<file path="src/rtl/flag_pkg.sv">
package flag_pkg;
  typedef enum logic [1:0] {
    OPC_ADD   = 2'd0,
    OPC_SUB   = 2'd1,
    OPC_LOGIC = 2'd2,
    OPC_SHIFT = 2'd3
  } op_class_t;

  typedef struct packed {
    logic ovf;
    logic sgn;
    logic zro;
    logic aux;
    logic par;
    logic cry;
  } status_t;

  localparam int POS_CF = 0;
  localparam int POS_PF = 2;
  localparam int POS_AF = 4;
  localparam int POS_ZF = 6;
  localparam int POS_SF = 7;
  localparam int POS_TF = 8;
  localparam int POS_IF = 9;
  localparam int POS_DF = 10;
  localparam int POS_OF = 11;

  localparam int N_CTL = 3;
  localparam int CTL_DIR = 0;
  localparam int CTL_INT = 1;
  localparam int CTL_TRP = 2;
endpackage

</file>
<file path="src/rtl/flag_status_calc.sv">
module flag_status_calc
  import flag_pkg::*;
#(
  parameter int DATA_W   = 16,
  parameter int NARROW_W = 8,
  parameter int PAR_W    = 8,
  parameter int NIB_W    = 4
) (
  input  logic              wide_sel,
  input  op_class_t         op_class,
  input  logic [DATA_W-1:0] opnd_a,
  input  logic [DATA_W-1:0] opnd_b,
  input  logic [DATA_W-1:0] alu_result,
  input  logic              carry_out,
  input  logic              shift_out,
  output status_t           status
);
  localparam int MSB_W = DATA_W - 1;
  localparam int MSB_N = NARROW_W - 1;

  logic sa, sb, sr;
  logic zero_n, zero_w;
  logic nib_cross;
  logic is_arith;

  always_comb begin
    sa = wide_sel ? opnd_a[MSB_W]     : opnd_a[MSB_N];
    sb = wide_sel ? opnd_b[MSB_W]     : opnd_b[MSB_N];
    sr = wide_sel ? alu_result[MSB_W] : alu_result[MSB_N];
  end

  assign zero_n    = (alu_result[NARROW_W-1:0] == '0);
  assign zero_w    = (alu_result == '0);
  assign nib_cross = opnd_a[NIB_W] ^ opnd_b[NIB_W] ^ alu_result[NIB_W];
  assign is_arith  = (op_class == OPC_ADD) || (op_class == OPC_SUB);

  always_comb begin
    status     = '0;
    status.sgn = sr;
    status.zro = wide_sel ? zero_w : zero_n;
    status.par = ~(^alu_result[PAR_W-1:0]);
    status.aux = is_arith & nib_cross;
    unique case (op_class)
      OPC_ADD: begin
        status.cry = carry_out;
        status.ovf = ~(sa ^ sb) & (sr ^ sa);
      end
      OPC_SUB: begin
        status.cry = carry_out;
        status.ovf = (sa ^ sb) & (sr ^ sa);
      end
      OPC_LOGIC: begin
        status.cry = 1'b0;
        status.ovf = 1'b0;
      end
      default: begin
        status.cry = shift_out;
        status.ovf = 1'b0;
      end
    endcase
  end
endmodule

</file>
<file path="src/rtl/flag_ctrl_reg.sv">
module flag_ctrl_reg #(
  parameter int N = 3
) (
  input  logic         clk,
  input  logic         rst,
  input  logic [N-1:0] set_cmd,
  input  logic [N-1:0] clr_cmd,
  output logic [N-1:0] q
);
  for (genvar i = 0; i < N; i++) begin : g_bit
    always_ff @(posedge clk) begin
      if (rst)             q[i] <= 1'b0;
      else if (clr_cmd[i]) q[i] <= 1'b0;
      else if (set_cmd[i]) q[i] <= 1'b1;
    end
  end
endmodule

</file>
<file path="src/rtl/status_flag_unit.sv">
module status_flag_unit
  import flag_pkg::*;
#(
  parameter int DATA_W   = 16,
  parameter int NARROW_W = 8,
  parameter int WORD_W   = 16
) (
  input  logic              clk,
  input  logic              rst,
  input  logic              upd_valid,
  input  logic [1:0]        op_class,
  input  logic              wide_sel,
  input  logic [DATA_W-1:0] opnd_a,
  input  logic [DATA_W-1:0] opnd_b,
  input  logic [DATA_W-1:0] alu_result,
  input  logic              carry_out,
  input  logic              shift_out,
  input  logic [2:0]        ctl_set,
  input  logic [2:0]        ctl_clr,
  output logic [WORD_W-1:0] flags_word
);
  status_t          next_st;
  status_t          st_q;
  logic [N_CTL-1:0] ctl_q;

  flag_status_calc #(
    .DATA_W  (DATA_W),
    .NARROW_W(NARROW_W)
  ) u_calc (
    .wide_sel  (wide_sel),
    .op_class  (op_class_t'(op_class)),
    .opnd_a    (opnd_a),
    .opnd_b    (opnd_b),
    .alu_result(alu_result),
    .carry_out (carry_out),
    .shift_out (shift_out),
    .status    (next_st)
  );

  always_ff @(posedge clk) begin
    if (rst)            st_q <= '0;
    else if (upd_valid) st_q <= next_st;
  end

  flag_ctrl_reg #(.N(N_CTL)) u_ctl (
    .clk    (clk),
    .rst    (rst),
    .set_cmd(ctl_set),
    .clr_cmd(ctl_clr),
    .q      (ctl_q)
  );

  always_comb begin
    flags_word         = '0;
    flags_word[POS_CF] = st_q.cry;
    flags_word[POS_PF] = st_q.par;
    flags_word[POS_AF] = st_q.aux;
    flags_word[POS_ZF] = st_q.zro;
    flags_word[POS_SF] = st_q.sgn;
    flags_word[POS_OF] = st_q.ovf;
    flags_word[POS_DF] = ctl_q[CTL_DIR];
    flags_word[POS_IF] = ctl_q[CTL_INT];
    flags_word[POS_TF] = ctl_q[CTL_TRP];
  end
endmodule

</file>
<file path="config.mk">
export PLATFORM = sky130hd
export DESIGN_NAME = status_flag_unit
export DESIGN_NICKNAME = d
export VERILOG_FILES = /design/src/rtl/flag_pkg.sv /design/src/rtl/flag_status_calc.sv /design/src/rtl/flag_ctrl_reg.sv /design/src/rtl/status_flag_unit.sv
export SDC_FILE = /design/constraint.sdc
export NUM_CORES = 1
export LEC_CHECK = 0
export ABC_AREA = 1
export BUFFER_PORTS_ARGS = -buffer_cell sky130_fd_sc_hd__buf_2
export CAP_MARGIN = 20
export CORE_MARGIN = 4
export CORE_UTILIZATION = 30
export CTS_BUF_LIST = sky130_fd_sc_hd__clkbuf_4 sky130_fd_sc_hd__clkbuf_8
export DETAILED_ROUTE_END_ITERATION = 12
export HOLD_SLACK_MARGIN = 0.03
export MAX_ROUTING_LAYER = met4
export PLACE_DENSITY = 0.73
export RECOVER_POWER = 100
export REMOVE_ABC_BUFFERS = 1
export SYNTH_ARGS = -nofsm -noshare
export SYNTH_HDL_FRONTEND = slang
export SYNTH_HIERARCHICAL = 1
export SYNTH_SLANG_ARGS = --single-unit
</file>
<file path="constraint.sdc">
create_clock -name clk -period 3.36 [get_ports clk]
set_input_delay 0.672 -clock clk [delete_from_list [all_inputs] [get_ports clk]]
set_output_delay 0.672 -clock clk [all_outputs]
set_load 0.01 [all_outputs]
</file>
# == Yosys cells after proc, flatten, opt, wreduce, memory -nomap -nowiden ==
# Cells that the tools add are included.
# totals
register_bits,9
output_inout_bits,16
word_cells,35
# classes
eq_ne,2
n_mux,6
n_bitwise,9
n_reduce_logical,9
# ops
operator,count
$logic_not A16 Y1,1
$logic_not A8 Y1,1
$reduce_or A2 Y1,4
$reduce_xor A8 Y1,1
$mux W1,4
$pmux W1 S2,2
$xor A1 B1 Y1,4
$and A1 B1 Y1,3
$eq A2 B1 Y1 const B,1
$eq A2 B2 Y1 const B,1
$logic_not A2 Y1,1
$not A1 Y1,2
$logic_or A1 B1 Y1,1

# == Longest topological paths before layout ==
# Gate-level depths: netlist of the first run.
# depth
word_depth,5
depth_mapped,11

# == By module ==
# The synthesis of the first run kept the hierarchy.
# by_module_without_submodules
module,n_inst,cells_per_inst,area_each_um2,seq_area_each_um2
status_flag_unit,1,46,304.0,120.1
flag_status_calc,1,52,272.8,0.0
flag_ctrl_reg,1,16,111.4,60.1

# == Least setup slack after synthesis of the first run ==
# OpenSTA, ideal clock, no wires.
# synth_path
path_type,input to register
from,input port alu_result[4]
to,register st_q (netlist bit flags_word[2])
arrival_ns,1.483
required_ns,3.296
path_slack_ns,1.814
path_stages,8
path_cell_list,inv_1 ha_1 xnor2_1 xnor2_1 inv_1 nand2_1 nand2_1 nor2_1
# synth_rtl
element,line_no,text
"start, declared",status_flag_unit.sv:15,"input logic [DATA_W-1:0] alu_result,"
"end signal, assigned",status_flag_unit.sv:42,else if (upd_valid) st_q <= next_st;
"end, declared",status_flag_unit.sv:23,status_t st_q;

==> results.json, run 1 <==
{
  "crit_type": "primary input to flop",
  "timing.final.hold_violations": 0,
  "p_leak_nw": 0.5613,
  "vias": 719,
  "finalSetupViolCount": 0,
  "vdd_drop_max_mv": 0.1768,
  "powerDensity_nw_per_um2": 322.8,
  "cts_sinks": 9,
  "ctsResizeCount": 0,
  "cts_setup_buffers": 0,
  "place_congestion": 0.6785,
  "synthCells": 114,
  "dieArea_sq_um": 3124,
  "grt_pass1_wl_mm": 2.532,
  "syn_to_final_growth_pct": 32.36,
  "clk_path_buf_depth": 2,
  "initial_core_util": 0.3141,
  "gr-total-overflow": 0,
  "post-place-cells": 183,
  "num_io_pins": 78,
  "yosysWarnings": 6,
  "first_global_vias": 685,
  "htreeDepth": 1,
  "finalPower_mw": 0.2941,
  "min_period_ns": 1.437,
  "critPathCaptureType": "flop",
  "cp_num_buf_inv": 3,
  "nFillCells": 263,
  "cts.clk_slew.worst_paths_ns": 0.06,
  "worstPathRequired_ns": 3.55,
  "path_delay_family": "XOR/XNOR gates",
  "final_cell_mix": "33 x buf_2, 28 x nand2_1, 24 x inv_1, 23 x nor2_1, 11 x clkbuf_1",
  "wl_mm": 1.485,
  "drtIter0Drc": 10,
  "holdBufCountCts": 0,
  "ys_seq_elements": 9,
  "cp.arrival_ns": 1.63,
  "ant_nets": 0,
  "crit_path_top_delay_cell": "ha_1",
  "netlist_area_sq_um": 688.2,
  "drive_gt1_frac": 0.2516,
  "antenna_found_initial": 0,
  "grt_max_degree": 13,
  "maxCapViolations": 0,
  "layout.nets": 226,
  "hold_path_class": "flop to flop",
  "n_antenna_cell": 0,
  "io_buffers": 44,
  "final_max_slew_viol_count": 0,
  "final_common_cell": "buf_2",
  "post-dp-hpwl_mm": 1.329,
  "die-height_microns": 55.90,
  "yosysUniqueCellTypes": 16,
  "syn_avg_cell_area_sq_um": 6.036,
  "max_freq_mhz": 695.7,
  "route.detailed.drc": 0,
  "avgRoutedWirePerCell_microns": 7.941,
  "timing.setup.tns_ns": 0,
  "grt_use_total": 0.1031,
  "skew_ns": 0,
  "rows": 17,
  "final_cells": 187,
  "worstPathCellList": "buf_2 -> inv_1 -> ha_1 -> xnor2_1 -> xnor2_1 -> inv_1 -> nand2_1 -> nand2_1 -> nor2_1",
  "drt_pass1_iterations": 2,
  "yosysSeqAreaShare": 0.2618,
  "root_buffer": "clkbuf_4",
  "coreArea_sq_um": 2191,
  "cts_buffers": 3,
  "critPathLaunchType": "primary input",
  "clk-insertion-delay-late_ns": 0.25,
  "min_period_over_period": 0.4278,
  "rsz0062_at_grt": "no",
  "die_w_microns": 55.90,
  "run_status": "finished, final reports clean",
  "viasPerCell": 3.845,
  "cpPeakStageDelay_ns": 0.28,
  "cts_tree": "done",
  "cp_max_fo": 2
}
worst reg2reg max path, stage by stage, from the launching register on:
cell and delay, ns:
dfxtp_1 0.31, nor2_1 0.14, nor2_2 0.05
registers in the layout (all words and copies together) (netlist names):
| register | cells |
|---|---|
| flags_word | 6 |
| u_ctl/q | 3 |
path summary, 6_finish.rpt:
kind                                     from       endpoint  slack, ns  cells after the start
worst max-delay path            alu_result[7]  flags_word[2]       1.92                      9
worst min-delay path            flags_word[4]  flags_word[4]       0.47                      2
worst max register to register     u_ctl/q[0]     u_ctl/q[0]       2.76                      2
worst min register to register  flags_word[4]  flags_word[4]       0.47                      2
cells by family (layout without fill, tap and decap cells):
| kind of cell | count (synthesis) | after routing | share of synthesized area |
|---|---|---|---|
| other | 1 | 7 | 0.005449 |
| AND/OR/NAND/NOR | 59 | 59 | 0.3454 |
| buffers and inverters | 33 | 72 | 0.2346 |
| AO/OA/AOI/OAI | 4 | 4 | 0.02908 |
| adder cells (fa/ha/maj) | 4 | 4 | 0.07273 |
| flip-flops | 9 | 9 | 0.2618 |
| XOR/XNOR | 4 | 4 | 0.05090 |
final cells by class:
cell class | instances | area (sq um) | area share
sequential | 9 | 180.2 | 0.1978
clock buffer | 4 | 30.03 | 0.03297
multi-input combinational | 78 | 369.1 | 0.4052
timing repair buffer | 44 | 206.4 | 0.2266
tap | 28 | 35.03 | 0.03846
inverter | 24 | 90.09 | 0.09890
synthesized netlist by cell type (all sizes together):
| cell type | instances | area [sq um] |
|---|---|---|
| nor2 | 24 | 92.59 |
| buf | 9 | 71.32 |
| nand2 | 30 | 117.6 |
| ha | 4 | 50.05 |
| a21oi | 3 | 15.01 |
| nand3 | 3 | 15.01 |
| conb | 1 | 3.750 |
| inv | 24 | 90.09 |
| xnor2 | 4 | 35.03 |
| o21ai | 1 | 5.000 |
| nand4 | 2 | 12.51 |
| dfxtp | 9 | 180.2 |
where the power goes:
part / internal (mW) / switching [mW]
logic: 0.0400 / 0.0457
clock network: 0.0538 / 0.0367
registers: 0.114 / 0.00365
routing by layer:
metal,vias up,track usage,part of all wire
met1,294,0.1017,0.40
met5,-,-,0
met3,2,0.02088,0.057
met2,16,0.1858,0.54
met4,0,0.06102,0.0088
li1,407,-,-
per-stage QoR:
stage,setup slack [ns],cell area (sq um),hold slack (ns),util
2_1_floorplan,1.814,639.4,0.4924,-
4_1_cts,1.914,924.6,0.4714,0.4220
3_5_place_dp,1.639,894.6,0.4631,0.4083
5_1_grt,1.859,910.9,0.5005,0.4158
3_3_place_gp,1.680,894.6,0.4561,0.4083
6_report,1.923,910.9,0.4710,0.4158
Note: power is estimated with default switching activity, not from simulation.
==> run 2: changes to the inputs <==
--- a/config.mk
+++ b/config.mk
@@ -14,7 +14,7 @@
 export DETAILED_ROUTE_END_ITERATION = 12
 export HOLD_SLACK_MARGIN = 0.03
 export MAX_ROUTING_LAYER = met4
-export PLACE_DENSITY = 0.73
+export PLACE_DENSITY = 0.76
 export RECOVER_POWER = 100
 export REMOVE_ABC_BUFFERS = 1
 export SYNTH_ARGS = -nofsm -noshare
==> constraint.sdc (replaced) <==
create_clock -name clk -period 1.2 [get_ports clk]
set_input_delay 0.24 -clock clk [delete_from_list [all_inputs] [get_ports clk]]
set_output_delay 0.24 -clock clk [all_outputs]
set_load 0.01 [all_outputs]
==> run 2 against run 1 <==
  * Clock power grew to 2.7 times the previous value
  * Wire length is 2.6% lower
  * Global-route usage is 1.5 points lower
  * Non-clock buffer count is 2 higher
  * Register-to-register slack worse by 2.2 ns
  * Largest power group unchanged
==> results.json, run 2 (synthesis results as in run 1) <==
{
  "place_congestion": 0.7241,
  "r2r_slack_ns": 0.61,
  "skew_ns": 0,
  "cp.arrival_ns": 1.19,
  "avgRoutedWirePerCell_microns": 7.651,
  "vdd_drop_max_mv": 0.5249,
  "hold_path_class": "primary input to flop",
  "drive_gt1_frac": 0.2795,
  "r2r_end": "u_ctl/q[0]",
  "critPathLaunchType": "primary input",
  "final_max_slew_viol_count": 0,
  "route.detailed.drc": 0,
  "critPathCaptureType": "flop",
  "crit_type": "primary input to flop",
  "maxCapViolations": 0,
  "finalSetupViolCount": 0,
  "initial_core_util": 0.3141,
  "die-height_microns": 55.90,
  "ant_nets": 0,
  "worstPathCellList": "buf_2 -> inv_1 -> ha_1 -> xnor2_1 -> xnor2_1 -> inv_1 -> nand2_1 -> nand2_1 -> nor2_1",
  "timing.final.hold_violations": 0,
  "max_freq_mhz": 1001,
  "cts_sinks": 9,
  "n_antenna_cell": 0,
  "wl_met3_microns": 102,
  "drtIter0Drc": 10,
  "hp-start": "ctl_set[1]",
  "min_period_over_period": 0.8328,
  "root_buffer": "clkbuf_4",
  "dp_slack_ns": -0.05817,
  "p_leak_nw": 0.5741,
  "layout.nets": 228,
  "viasPerCell": 3.878,
  "cpPeakStageDelay_ns": 0.24,
  "wl_met2_microns": 728,
  "rsz0062_at_grt": "no",
  "gr-total-overflow": 0,
  "r2r-start": "u_ctl/q[0]",
  "worstPathRequired_ns": 1.39,
  "worst_slack_ns": 0.2006,
  "rows": 17,
  "setup.worst_path.end": "flags_word[2]",
  "cts_setup_buffers": 0,
  "routed.top_layer": "met4",
  "cts_buffers": 3,
  "wl_mm": 1.446,
  "holdBufCountCts": 0,
  "vias": 733,
  "drt_pass1_iterations": 3,
  "num_io_pins": 78,
  "first_global_vias": 585,
  "syn_to_final_growth_pct": 34.55,
  "final_cell_mix": "35 x buf_2, 29 x nand2_1, 23 x nor2_1, 22 x inv_1",
  "io_buffers": 44,
  "grt_max_degree": 13,
  "powerDensity_nw_per_um2": 886.2,
  "grt_use_total": 0.08841,
  "grt_pass1_wl_mm": 2.201,
  "post-place-cells": 185,
  "utilization": 0.4226,
  "cts_tree": "done",
  "antenna_found_initial": 0,
  "wl_met1_microns": 602,
  "min_period_ns": 0.9994,
  "cp_max_fo": 2,
  "r2r.worst_path.cells": 2,
  "htreeDepth": 1,
  "run_status": "finished, final reports clean",
  "cts.clk_slew.worst_paths_ns": 0.06,
  "coreArea_sq_um": 2191,
  "startpoint": "alu_result[7]",
  "die_w_microns": 55.90,
  "clk-insertion-delay-late_ns": 0.25,
  "largest_reg_flops": 6,
  "crit_path_top_delay_cell": "ha_1",
  "ctsResizeCount": 0,
  "dieArea_sq_um": 3124,
  "final_common_cell": "buf_2",
  "post-dp-hpwl_mm": 1.283,
  "clk_path_buf_depth": 2,
  "final_cells": 189
}
run 2: how the worst min path moves through the flow:
stage	to	slack (ns)	cells after the start
final	u_ctl/q[1]	0.21	3
after global routing	u_ctl/q[0]	0.22	4
after CTS	u_ctl/q[1]	0.21	3
after detailed placement	flags_word[0]	0.46	2
after global placement	flags_word[0]	0.45	2
after floorplan	flags_word[7]	0.37	2
run 2: final cells by class:
cell class / instances / area [sq um]
multi-input cells: 78 / 366.6
clock buffers: 4 / 30.03
well taps: 28 / 35.03
flip-flops and latches: 9 / 180.2
repair buffers: 46 / 224.0
inverters: 24 / 90.09
fillers: 253 / 1265
run 2: through the flow:
step / instance area (sq um) / hold WS (ns) / total power, mW / setup TNS, ns
finish: 925.9 / 0.2079 / 0.8206 / 0
global placement: 909.6 / 0.4539 / 0.5860 / -0.05970
global route: 925.9 / 0.2230 / 0.8899 / 0
CTS: 939.7 / 0.2061 / 0.8433 / 0
floorplan: 639.4 / 0.3694 / 0.4849 / 0
detailed placement: 909.6 / 0.4631 / 0.5896 / -0.05817
run 2: report_power, final:
part	internal (mW)	switching, mW	total (mW)
Combinational	0.117	0.127	0.244
Clock	0.150	0.0970	0.247
Sequential	0.320	0.0101	0.330
Total	0.586	0.234	0.821
run 2: critical path, delay by kind of cell:
kind	cells	cell delay, ns
adders and majority gates	1	0.24
buffers and inverters	3	0.22
and+or+nand+nor	3	0.18
xor gates and xnor gates	2	0.32
run 2: routing by layer:
| metal | vias to the layer above | track usage |
|---|---|---|
| li1 | 414 | - |
| met1 | 301 | 0.09471 |
| met2 | 16 | 0.1554 |
| met3 | 2 | 0.03248 |
| met4 | 0 | 0.02034 |
| met5 | - | - |
==> run 3: changes to the inputs <==
--- a/config.mk
+++ b/config.mk
@@ -14,7 +14,7 @@
 export DETAILED_ROUTE_END_ITERATION = 12
 export HOLD_SLACK_MARGIN = 0.03
 export MAX_ROUTING_LAYER = met4
-export PLACE_DENSITY = 0.76
+export PLACE_DENSITY = 0.73
 export RECOVER_POWER = 100
 export REMOVE_ABC_BUFFERS = 1
 export SYNTH_ARGS = -nofsm -noshare
==> constraint.sdc (replaced) <==
create_clock -name clk -period 0.95 [get_ports clk]
set_input_delay 0.19 -clock clk [delete_from_list [all_inputs] [get_ports clk]]
set_output_delay 0.19 -clock clk [all_outputs]
set_load 0.01 [all_outputs]
==> run 3 against run 2 <==
  * Critical path depth is 8 lower
  * Die area stayed put
  * Clock power is 30% higher
  * Largest power group unchanged
  * Via count is 1.1% higher
  * Critical path type is now flop to primary output
  * Register-to-register slack worse by 0.24 ns
  * Critical endpoint is now flags_word[11]
  * Hold slack worse by 0.054 ns
  * Sequential cell count stayed put
  * Cell area is 11% higher
  * Sequential power is 26% higher
  * Non-clock buffer count is 3 higher
  * Utilization is 4.5 points higher
  * Combinational power is 54% higher
==> results.json, run 3 (synthesis results as in run 1) <==
{
  "wl_met3_microns": 74,
  "root_buffer": "clkbuf_4",
  "cp_num_buf_inv": 1,
  "max_freq_mhz": 1104,
  "antenna_found_initial": 0,
  "finalSetupViolCount": 0,
  "rsz0062_at_grt": "yes",
  "n_antenna_cell": 0,
  "cts_tree": "done",
  "cp_max_fo": 2,
  "num_io_pins": 78,
  "worst_slack_ns": 0.04439,
  "r2r_end": "u_ctl/q[0]",
  "critPathCaptureType": "primary output",
  "die_w_microns": 55.90,
  "cts.clk_slew.worst_paths_ns": 0.06,
  "final_max_slew_viol_count": 0,
  "post-dp-hpwl_mm": 1.289,
  "post-place-cells": 188,
  "clk_path_buf_depth": 2,
  "powerDensity_nw_per_um2": 1086,
  "worstPathCellList": "clkbuf_2",
  "largest_reg_flops": 6,
  "switchingPower_mw": 0.3259,
  "maxCapViolations": 0,
  "wl_mm": 1.542,
  "avgRoutedWirePerCell_microns": 8.031,
  "timing.final.hold_violations": 0,
  "final_cells": 192,
  "comb_power_share": 0.337,
  "coreArea_sq_um": 2191,
  "io_buffers": 44,
  "drt_pass1_iterations": 4,
  "drive_gt1_frac": 0.4207,
  "min_path_cells": 3,
  "die-height_microns": 55.90,
  "htreeDepth": 1,
  "first_global_vias": 611,
  "layout.nets": 231,
  "final_common_cell": "buf_2",
  "r2r-start": "u_ctl/q[0]",
  "holdBufCountCts": 0,
  "path_delay_family": "flip-flops",
  "skew_ns": 0,
  "r2r.worst_path.cells": 2,
  "run_status": "finished, final reports clean",
  "hp-start": "ctl_set[1]",
  "grt_pass1_wl_mm": 2.277,
  "clk-insertion-delay-late_ns": 0.25,
  "dp_slack_ns": -0.2591,
  "netSwitchingFraction": 0.2927,
  "initial_core_util": 0.3141,
  "clkPwrFrac": 0.289,
  "crit_type": "flop to primary output",
  "p_leak_nw": 0.6233,
  "cpPeakStageDelay_ns": 0.33,
  "min_period_ns": 0.9056,
  "power_frac_seq": 0.374,
  "place_congestion": 0.7157,
  "cts_sinks": 9,
  "final_cell_mix": "39 x buf_2, 29 x nand2_1, 23 x nor2_1, 16 x inv_1",
  "gr-total-overflow": 0,
  "r2r_slack_ns": 0.37,
  "cp.arrival_ns": 0.72,
  "grt_max_degree": 13,
  "hold_path_class": "primary input to flop",
  "cts_buffers": 3,
  "dieArea_sq_um": 3124,
  "rows": 17,
  "internal_power_mw": 0.7873,
  "cts_setup_buffers": 0,
  "drtIter0Drc": 12,
  "routed.top_layer": "met3",
  "grt_use_total": 0.08984,
  "wl_met2_microns": 857,
  "min_period_over_period": 0.9533,
  "wl_met1_microns": 611,
  "finalPower_mw": 1.113,
  "critPathLaunchType": "flop",
  "vdd_drop_max_mv": 0.4821,
  "worstPathRequired_ns": 0.76,
  "crit_path_top_delay_cell": "dfxtp_1",
  "route.detailed.drc": 0,
  "viasPerCell": 3.859,
  "ant_nets": 0,
  "syn_to_final_growth_pct": 48.91,
  "min_to": "u_ctl/q[1]",
  "ctsResizeCount": 0,
  "vias": 741
}
[run 3: changes by cell type in the layout (fill, tap and decap cells not counted), moves of 2 or more]
cell      previous run  this run
xnor2_1              4         2
inv_1               22        16
inv_2                2         8
ha_1                 4         0
clkbuf_2             0         4
clkbuf_1             9         1
xnor2_2              0         2
buf_2               35        39
buf_4                1         5
ha_4                 0         4
[run 3: tightest hold or removal path, delay by kind of cell]
| kind | cells | cell delay, ns |
|---|---|---|
| simple gates | 2 | 0.11 |
| buf+inv | 1 | 0.08 |
[run 3: worst max-delay path by stage]
| stage | start | end | slack, ns | depth (start not counted) |
|---|---|---|---|---|
| floorplan | alu_result[4] | flags_word[2] | -0.11 | 8 |
| global placement | alu_result[6] | flags_word[2] | -0.23 | 9 |
| detailed placement | alu_result[6] | flags_word[2] | -0.26 | 9 |
| CTS | alu_result[6] | flags_word[2] | 0.009 | 9 |
| global route | alu_result[5] | flags_word[2] | -0.03 | 9 |
| finish | flags_word[11] | flags_word[11] | 0.04 | 1 |
[run 3: per-stage QoR]
step / utilization / TNS (ns) / hold WS, ns / instance area, sq um
2_1_floorplan: - / -0.1143 / 0.3194 / 639.4
3_3_place_gp: 0.4255 / -0.4234 / 0.4094 / 932.1
3_5_place_dp: 0.4255 / -0.4924 / 0.4175 / 932.1
4_1_cts: 0.4392 / 0 / 0.1508 / 962.2
5_1_grt: 0.4677 / -0.05512 / 0.1578 / 1025
6_report: 0.4677 / 0 / 0.1543 / 1025
[run 3: power by group through the flow]
stage	registers (mW)	logic, mW	clock network, mW
detailed placement	0.424	0.334	0
finish	0.417	0.375	0.322
CTS	0.415	0.335	0.336
global placement	0.423	0.331	0
global route	0.422	0.428	0.351
floorplan	0.437	0.175	0
[run 3: area by class of cell]
type	instances	area, sq um
clock buffer	4	30.03
timing repair buffer	49	256.5
tap	28	35.03
multi-input combinational	78	431.7
inverter	24	90.09
fill	233	1166
sequential	9	181.4
[run 3: layer usage]
layer  GRT usage  vias up
li1            -      416
met1     0.09458      309
met2      0.1639       16
met3     0.02088        0
met4     0.03051        0
met5           -        -
